## config.mk

```make
export PLATFORM = sky130hd
export DESIGN_NAME = pfq_top
export DESIGN_NICKNAME = d
export VERILOG_FILES = /design/src/rtl/pfq_pkg.sv /design/src/rtl/pfq_addr_gen.sv /design/src/rtl/pfq_byte_fifo.sv /design/src/rtl/pfq_fetch_ctrl.sv /design/src/rtl/pfq_top.sv
export SDC_FILE = /design/constraint.sdc
export NUM_CORES = 1
export LEC_CHECK = 0
export BUFFER_PORTS_ARGS = -buffer_cell sky130_fd_sc_hd__buf_2
export CAP_MARGIN = 20
export CORE_MARGIN = 2
export CORE_UTILIZATION = 30
export CTS_CLUSTER_DIAMETER = 50
export DETAILED_ROUTE_END_ITERATION = 12
export PLACE_DENSITY_LB_ADDON = 0.05
export SLEW_MARGIN = 20
export SYNTH_ARGS = -nofsm -noshare
export SYNTH_HDL_FRONTEND = slang
export SYNTH_SLANG_ARGS = --single-unit
```

## constraint.sdc

```tcl
create_clock -name clk -period 7.6 [get_ports clk]
set_input_delay 0.38 -clock clk [delete_from_list [all_inputs] [get_ports clk]]
set_output_delay 0.38 -clock clk [all_outputs]
set_load 0.01 [all_outputs]
```

## src/rtl/pfq_pkg.sv

```systemverilog
package pfq_pkg;
  localparam int SEG_W = 16;
  localparam int OFF_W = 16;

  typedef enum logic [1:0] {
    BUS_IDLE = 2'd0,
    BUS_ASK  = 2'd1,
    BUS_WAIT = 2'd2
  } bus_state_t;
endpackage

```

## src/rtl/pfq_addr_gen.sv

```systemverilog
module pfq_addr_gen #(
  parameter int AW = 20,
  parameter int SW = 16,
  parameter int OW = 16
) (
  input  logic [SW-1:0] seg_i,
  input  logic [OW-1:0] off_i,
  output logic [AW-1:0] phys_o
);
  localparam int SHIFT = AW - SW;
  localparam int PAD   = AW - OW;

  logic [AW-1:0] base;
  logic [AW-1:0] disp;

  assign base   = {seg_i, {SHIFT{1'b0}}};
  assign disp   = {{PAD{1'b0}}, off_i};
  // carry past the top bit is dropped: the sum wraps at 2^AW
  assign phys_o = base + disp;
endmodule

```

## src/rtl/pfq_byte_fifo.sv

```systemverilog
module pfq_byte_fifo #(
  parameter int DEPTH = 6,
  parameter int CW    = $clog2(DEPTH + 1)
) (
  input  logic          clk,
  input  logic          rst,
  input  logic          clr_i,
  input  logic          wr_en_i,
  input  logic          wr_two_i,
  input  logic [7:0]    wr_lo_i,
  input  logic [7:0]    wr_hi_i,
  input  logic          rd_en_i,
  output logic [7:0]    rd_byte_o,
  output logic [CW-1:0] count_o
);
  localparam int PW = (DEPTH > 1) ? $clog2(DEPTH) : 1;

  logic [7:0]    slot [DEPTH];
  logic [PW-1:0] wp, rp, wp_nx;
  logic [CW-1:0] n_in, n_out;

  function automatic logic [PW-1:0] step(input logic [PW-1:0] p);
    return (p == PW'(DEPTH - 1)) ? '0 : p + 1'b1;
  endfunction

  assign wp_nx     = step(wp);
  assign n_in      = wr_en_i ? (wr_two_i ? CW'(2) : CW'(1)) : '0;
  assign n_out     = rd_en_i ? CW'(1) : '0;
  assign rd_byte_o = slot[rp];

  // storage has no reset so it can map onto plain memory
  always_ff @(posedge clk) begin
    if (wr_en_i) begin
      slot[wp] <= wr_lo_i;
      if (wr_two_i) slot[wp_nx] <= wr_hi_i;
    end
  end

  always_ff @(posedge clk) begin
    if (rst || clr_i) begin
      wp      <= '0;
      rp      <= '0;
      count_o <= '0;
    end else begin
      if (wr_en_i) wp <= wr_two_i ? step(wp_nx) : wp_nx;
      if (rd_en_i) rp <= step(rp);
      count_o <= count_o + n_in - n_out;
    end
  end
endmodule

```

## src/rtl/pfq_fetch_ctrl.sv

```systemverilog
module pfq_fetch_ctrl
  import pfq_pkg::*;
#(
  parameter int               AW        = 20,
  parameter int               CW        = 3,
  parameter logic [SEG_W-1:0] RESET_SEG = 16'hFFFF,
  parameter logic [OFF_W-1:0] RESET_OFF = 16'h0000
) (
  input  logic             clk,
  input  logic             rst,
  input  logic             flush_i,
  input  logic [SEG_W-1:0] flush_seg_i,
  input  logic [OFF_W-1:0] flush_off_i,
  input  logic             dreq_i,
  input  logic [AW-1:0]    dreq_addr_i,
  input  logic             dreq_word_i,
  input  logic [CW-1:0]    free_i,
  input  logic [AW-1:0]    fetch_phys_i,
  output logic [SEG_W-1:0] seg_o,
  output logic [OFF_W-1:0] off_o,
  input  logic             mem_ack_i,
  input  logic             mem_rvalid_i,
  input  logic [15:0]      mem_rdata_i,
  output logic             mem_req_o,
  output logic [AW-1:0]    mem_addr_o,
  output logic             mem_word_o,
  output logic             mem_data_o,
  output logic             dgnt_o,
  output logic             wr_en_o,
  output logic             wr_two_o,
  output logic [7:0]       wr_lo_o,
  output logic [7:0]       wr_hi_o
);
  bus_state_t st;
  logic       drop_q;
  logic       room;
  logic       take_rsp;
  logic       keep;

  // an odd offset needs one slot (byte fetch), an even one needs two
  assign room     = off_o[0] ? (free_i >= CW'(1)) : (free_i >= CW'(2));
  assign take_rsp = (st == BUS_WAIT) && mem_rvalid_i;
  assign keep     = take_rsp && !mem_data_o && !drop_q && !flush_i;

  assign wr_en_o  = keep;
  assign wr_two_o = mem_word_o;
  assign wr_lo_o  = mem_word_o ? mem_rdata_i[7:0] : mem_rdata_i[15:8];
  assign wr_hi_o  = mem_rdata_i[15:8];

  always_ff @(posedge clk) begin
    if (rst) begin
      st         <= BUS_IDLE;
      mem_req_o  <= 1'b0;
      mem_addr_o <= '0;
      mem_word_o <= 1'b0;
      mem_data_o <= 1'b0;
      dgnt_o     <= 1'b0;
    end else begin
      dgnt_o <= 1'b0;
      case (st)
        BUS_IDLE: begin
          if (!flush_i) begin
            if (dreq_i) begin
              mem_req_o  <= 1'b1;
              mem_addr_o <= dreq_addr_i;
              mem_word_o <= dreq_word_i;
              mem_data_o <= 1'b1;
              dgnt_o     <= 1'b1;
              st         <= BUS_ASK;
            end else if (room) begin
              mem_req_o  <= 1'b1;
              mem_addr_o <= fetch_phys_i;
              mem_word_o <= !off_o[0];
              mem_data_o <= 1'b0;
              st         <= BUS_ASK;
            end
          end
        end
        BUS_ASK: begin
          if (mem_ack_i) begin
            mem_req_o <= 1'b0;
            st        <= BUS_WAIT;
          end
        end
        BUS_WAIT: begin
          if (mem_rvalid_i) st <= BUS_IDLE;
        end
        default: st <= BUS_IDLE;
      endcase
    end
  end

  // a fetch in flight when a flush arrives belongs to the old stream
  always_ff @(posedge clk) begin
    if (rst) begin
      drop_q <= 1'b0;
    end else if (take_rsp) begin
      drop_q <= 1'b0;
    end else if (flush_i && (st != BUS_IDLE) && !mem_data_o) begin
      drop_q <= 1'b1;
    end
  end

  always_ff @(posedge clk) begin
    if (rst) begin
      seg_o <= RESET_SEG;
      off_o <= RESET_OFF;
    end else if (flush_i) begin
      seg_o <= flush_seg_i;
      off_o <= flush_off_i;
    end else if (keep) begin
      off_o <= off_o + (mem_word_o ? OFF_W'(2) : OFF_W'(1));
    end
  end
endmodule

```

## src/rtl/pfq_top.sv

```systemverilog
module pfq_top
  import pfq_pkg::*;
#(
  parameter int               AW        = 20,
  parameter int               DEPTH     = 6,
  parameter logic [SEG_W-1:0] RESET_SEG = 16'hFFFF,
  parameter logic [OFF_W-1:0] RESET_OFF = 16'h0000
) (
  input  logic             clk,
  input  logic             rst,
  input  logic             flush_i,
  input  logic [SEG_W-1:0] flush_seg_i,
  input  logic [OFF_W-1:0] flush_off_i,
  output logic [7:0]       ex_byte_o,
  output logic             ex_valid_o,
  input  logic             ex_ready_i,
  input  logic             dreq_i,
  input  logic [AW-1:0]    dreq_addr_i,
  input  logic             dreq_word_i,
  output logic             dgnt_o,
  output logic             mem_req_o,
  output logic [AW-1:0]    mem_addr_o,
  output logic             mem_word_o,
  output logic             mem_data_o,
  input  logic             mem_ack_i,
  input  logic             mem_rvalid_i,
  input  logic [15:0]      mem_rdata_i
);
  localparam int CW = $clog2(DEPTH + 1);

  logic [CW-1:0]    fifo_count;
  logic [CW-1:0]    free;
  logic [SEG_W-1:0] cur_seg;
  logic [OFF_W-1:0] cur_off;
  logic [AW-1:0]    fetch_phys;
  logic             wr_en, wr_two, rd_en;
  logic [7:0]       wr_lo, wr_hi;

  assign free       = CW'(DEPTH) - fifo_count;
  assign ex_valid_o = (fifo_count != '0);
  assign rd_en      = ex_valid_o && ex_ready_i && !flush_i;

  pfq_addr_gen #(.AW(AW), .SW(SEG_W), .OW(OFF_W)) u_agen (
    .seg_i  (cur_seg),
    .off_i  (cur_off),
    .phys_o (fetch_phys)
  );

  pfq_fetch_ctrl #(
    .AW(AW), .CW(CW), .RESET_SEG(RESET_SEG), .RESET_OFF(RESET_OFF)
  ) u_ctrl (
    .clk          (clk),
    .rst          (rst),
    .flush_i      (flush_i),
    .flush_seg_i  (flush_seg_i),
    .flush_off_i  (flush_off_i),
    .dreq_i       (dreq_i),
    .dreq_addr_i  (dreq_addr_i),
    .dreq_word_i  (dreq_word_i),
    .free_i       (free),
    .fetch_phys_i (fetch_phys),
    .seg_o        (cur_seg),
    .off_o        (cur_off),
    .mem_ack_i    (mem_ack_i),
    .mem_rvalid_i (mem_rvalid_i),
    .mem_rdata_i  (mem_rdata_i),
    .mem_req_o    (mem_req_o),
    .mem_addr_o   (mem_addr_o),
    .mem_word_o   (mem_word_o),
    .mem_data_o   (mem_data_o),
    .dgnt_o       (dgnt_o),
    .wr_en_o      (wr_en),
    .wr_two_o     (wr_two),
    .wr_lo_o      (wr_lo),
    .wr_hi_o      (wr_hi)
  );

  pfq_byte_fifo #(.DEPTH(DEPTH), .CW(CW)) u_fifo (
    .clk       (clk),
    .rst       (rst),
    .clr_i     (flush_i),
    .wr_en_i   (wr_en),
    .wr_two_i  (wr_two),
    .wr_lo_i   (wr_lo),
    .wr_hi_i   (wr_hi),
    .rd_en_i   (rd_en),
    .rd_byte_o (ex_byte_o),
    .count_o   (fifo_count)
  );
endmodule

```

==> run_results.csv <==
group,metric,value,unit
synth,ys_async_sr_fraction,0,
sta,fin_setup_tns,0,ps
routing,wl_per_cell,17.3,µm
placement,post-dp-hpwl,12200,µm
sta,hold_violations,0,
global_routing,antenna_found_initial,1,
floorplanning,die_width,149,µm
routing,detail_route.first_pass.iterations,4,
synth,postSynthNetCount,702,
outcome,outcome,"complete, no violations",
global_routing,grt.overflow.total,0,
worst_hold_path,hold_path.class,"in2reg",
routing,drt-vias-per-instance,4.90,
layout,finish.cell_count_without_fillers,986,
power,pwr_density_cell,236,mW/mm²
cts,post_cts_resized,0,
floorplanning,floorplan.rows,53,
floorplanning,ioPinCount,109,
sta,layout_min_cycle_time,2890,ps
power,leakage,0.00305,µW
worst_hold_path,worstHoldPathCells,3,
synth,syn-cell-area,0.00630,mm²
synth,synth_enable_flop_cells,48,
sta,timing.final.crit_share,0.381,
worst_hold_path,worstHoldStart,"flush_seg_i[8]",
flow_run,max_cap_viols,0,
global_routing,via_count_of_the_first_global_routing_pass,4971,
synth,synthesized_area_per_cell,10.5,µm²
global_routing,track_usage,0.159,
worst_hold_path,hold_path_end,"u_ctrl.seg_o[8]",
cts,worst_path_clk_slew,60,ps
cts,post_cts_hold_fix_bufs,0,
sta,setup_viol_count_final,0,
power,fin_total_pwr,1820,µW
placement,placed_cells,954,
synth,synth_top_area_cell,"sky130_fd_sc_hd__edfxtp_1",
setup_path,setup.worst_path.class,"reg2reg",
setup_path,critical_path.max_fanout,12,
floorplanning,initial_core_utilization,0.303,
routing,wl,17100,µm
routing,num_vias,4828,
cts,postCtsSetupRepairBufs,0,
synth,portion_of_the_post_synthesis_area_used_by_sequential_elements,0.454,
cts,clock_tree.root_cell,"sky130_fd_sc_hd__clkbuf_16",
setup_path,timing.critical_path.to_type,"flip-flop",
layout,final_nets,798,
placement,detailed_place.area,0.00709,mm²
global_routing,grt_pass1_wl,26900,µm
sta,rsz0062_at_grt,"false",
synth,netlist-cell-type-count,56,
layout,final_design_area_no_fill,0.00771,mm²
setup_path,worstReg2RegEnd,"u_fifo.slot[5][4]",
cts,tritoncts,"built",
routing,ant_nets,0,
cts,clock_sinks,119,
placement,gp_routability_congestion,0.880,
synth,ys_seq_elements,119,
sta,max_slew_margin,0.208,
setup_path,worst_r2r_path_depth,5,
layout,diodes,0,
routing,detailedRoute.firstIterationViolations,279,
floorplanning,die_height,149,µm
synth,syn-instance-count,602,
sta,slew_violations,0,
synth,yosys-top-cells-area,"sky130_fd_sc_hd__edfxtp_1 23%, sky130_fd_sc_hd__dfxtp_1 23%, sky130_fd_sc_hd__mux2_2 8.8%",
synth,yosysWarningCount,0,
setup_path,flop2flop_setup_slack,4710,ps
setup_path,worstPathRequired,7620,ps
floorplanning,core,0.0208,mm²
routing,post-route-drc-count,0,
cts,numCtsBuffers,17,
cts,ctsLongestPathBuffers,2,
sta,setup_clock_skew_after_layout,10.5,ps
layout,filler_cell_count,2116,
cts,cts_max_level,4,
power,ir_drop,0.145,mV
placement,numPortBuffers,108,
setup_path,worstPathArrival,2910,ps
cts,worst_skew_pair.late_latency,410,ps
setup_path,r2r-start,"u_ctrl.st[0]",
layout,area_growth_syn_to_layout,22.4,%
floorplanning,die-area,0.0222,mm²
sta,worst_pin_slew,1180,ps
setup_path,timing.critical_path.from_type,"flip-flop",
synth,synth_top_cell_area_share,0.229,
sta,fmax,346,MHz
global_routing,maximum_number_of_pins_on_one_net_before_global_route_repair,36,
synth,postSynth.topFlopCell,"sky130_fd_sc_hd__dfxtp_1",
layout,drive_gt1_frac,0.291,
[report_power, final]
group | leakage, µW | switching, µW | internal (µW)
combinational | 0.00173 | 134 | 114
clock | 0.000300 | 285 | 574
sequential | 0.00102 | 22.1 | 693
[cells in the mapped netlist, types with 3 or more instances]
library cell               number
sky130_fd_sc_hd__a211oi_1      13
sky130_fd_sc_hd__nand3_1        6
sky130_fd_sc_hd__buf_2          3
sky130_fd_sc_hd__and3_1         7
sky130_fd_sc_hd__mux2_2        49
sky130_fd_sc_hd__a21o_1         7
sky130_fd_sc_hd__and2_1         4
sky130_fd_sc_hd__xor2_1         5
sky130_fd_sc_hd__nor4b_1        4
sky130_fd_sc_hd__or3_1         10
sky130_fd_sc_hd__nand2b_1       6
sky130_fd_sc_hd__dfxtp_1       71
sky130_fd_sc_hd__o21ai_2        3
sky130_fd_sc_hd__ha_1          21
sky130_fd_sc_hd__fa_1           3
sky130_fd_sc_hd__inv_1         15
sky130_fd_sc_hd__mux2i_1       39
sky130_fd_sc_hd__nor2_1        54
sky130_fd_sc_hd__mux4_2         8
sky130_fd_sc_hd__edfxtp_1      48
sky130_fd_sc_hd__o311ai_0       3
sky130_fd_sc_hd__a21oi_1       31
sky130_fd_sc_hd__nand3b_1       3
sky130_fd_sc_hd__buf_1          5
sky130_fd_sc_hd__nand4_1        3
sky130_fd_sc_hd__clkbuf_1      27
sky130_fd_sc_hd__nand2_1       57
sky130_fd_sc_hd__xnor2_1       16
sky130_fd_sc_hd__a31oi_1        6
sky130_fd_sc_hd__o21a_1         3
sky130_fd_sc_hd__o21ai_0       21
sky130_fd_sc_hd__a311oi_1       8
sky130_fd_sc_hd__nor3_1        13
[how the worst max path moves through the flow]
| stage | from | depth (start not counted) | slack [ps] | to |
|---|---|---|---|---|
| 4_1_cts | flush_i | 9 | 4700 | u_fifo.count_o[2] |
| 2_1_floorplan | u_ctrl.mem_word_o | 6 | 5020 | u_ctrl.off_o[12] |
| 6_report | u_ctrl.st[0] | 5 | 4710 | u_fifo.slot[5][4] |
| 5_1_grt | flush_i | 9 | 4520 | u_fifo.count_o[2] |
| 3_3_place_gp | flush_i | 9 | 4350 | u_fifo.count_o[2] |
| 3_5_place_dp | flush_i | 9 | 4260 | u_fifo.count_o[2] |
[area by class of cell]
cell class	instances	area, µm²	share of cell area
Sequential cell	119	2860	0.371
Tap cell	275	344	0.0446
Clock buffer	24	482	0.0625
Clock inverter	8	145	0.0188
Inverter	15	56.3	0.00730
Timing Repair Buffer	112	571	0.0740
Multi-Input combinational cell	433	3250	0.422
[critical path, cell delays in order (launching register included)]
cell                       delay, ps
sky130_fd_sc_hd__dfxtp_1         340
sky130_fd_sc_hd__nand3b_1        220
sky130_fd_sc_hd__or3_1           540
sky130_fd_sc_hd__nor2_4          200
sky130_fd_sc_hd__o21ai_0         220
sky130_fd_sc_hd__nor2_1          970
[kinds of logic (layout without fill, tap and decap cells)]
group,count (synthesis),count (layout),synth area share
AO/OA/AOI/OAI,115,115,0.125
XOR/XNOR,21,21,0.0292
adder cells (fa/ha/maj),24,24,0.0512
buffers and inverters,50,159,0.0304
flip-flops,119,119,0.454
multiplexers,96,96,0.178
AND/OR/NAND/NOR,177,177,0.132
[state kept, by name, indices dropped and copies added, names as in the netlist, 2 cells and up, named ones only]
name,flops
u_ctrl.mem_addr_o,20
u_ctrl.off_o,16
u_ctrl.seg_o,16
u_ctrl.st,2
u_fifo.count_o,3
u_fifo.rp,3
u_fifo.slot,48
u_fifo.wp,3
[through the flow]
stage,worst slack [ps],hold slack [ps],utilization
finish,4710,180,0.370
global placement,4350,447,0.340
CTS,4700,158,0.370
global route,4520,177,0.370
detailed placement,4260,461,0.340
floorplan,5020,449,-
[layout by cell type (no fill, tap or decap), types with 3 or more instances in the layout]
cell                        synthesis  final
sky130_fd_sc_hd__inv_1             15     15
sky130_fd_sc_hd__nor2_1            54     54
sky130_fd_sc_hd__nand3b_1           3      3
sky130_fd_sc_hd__clkbuf_8           0      3
sky130_fd_sc_hd__clkbuf_1          27      4
sky130_fd_sc_hd__xor2_1             5      5
sky130_fd_sc_hd__nand2b_1           6      6
sky130_fd_sc_hd__dfxtp_1           71     71
sky130_fd_sc_hd__mux2_2            49     49
sky130_fd_sc_hd__a211oi_1          13     13
sky130_fd_sc_hd__buf_4              0      4
sky130_fd_sc_hd__o311ai_0           3      3
sky130_fd_sc_hd__fa_1               3      3
sky130_fd_sc_hd__nand3_1            6      6
sky130_fd_sc_hd__mux2i_1           39     39
sky130_fd_sc_hd__a31oi_1            6      6
sky130_fd_sc_hd__nand4_1            3      3
sky130_fd_sc_hd__o21ai_0           21     21
sky130_fd_sc_hd__buf_2              3    108
sky130_fd_sc_hd__edfxtp_1          48     48
sky130_fd_sc_hd__a311oi_1           8      8
sky130_fd_sc_hd__a21o_1             7      7
sky130_fd_sc_hd__clkbuf_16          0     17
sky130_fd_sc_hd__xnor2_1           16     16
sky130_fd_sc_hd__nand2_1           57     57
sky130_fd_sc_hd__and2_1             4      4
sky130_fd_sc_hd__o21ai_2            3      3
sky130_fd_sc_hd__ha_1              21     21
sky130_fd_sc_hd__nor3_1            13     12
sky130_fd_sc_hd__or3_1             10     10
sky130_fd_sc_hd__a21oi_1           31     31
sky130_fd_sc_hd__o21a_1             3      3
sky130_fd_sc_hd__and3_1             7      7
sky130_fd_sc_hd__bufinv_16          0      4
sky130_fd_sc_hd__nor4b_1            4      4
sky130_fd_sc_hd__mux4_2             8      8
[layer usage]
layer,track usage,wire (µm),up-vias
met5,0,0,-
met4,0.0619,354,0
met3,0.0370,755,25
met2,0.268,8260,105
met1,0.198,7700,2287
li1,-,-,2411
Note: power is estimated with default switching activity, not from simulation.
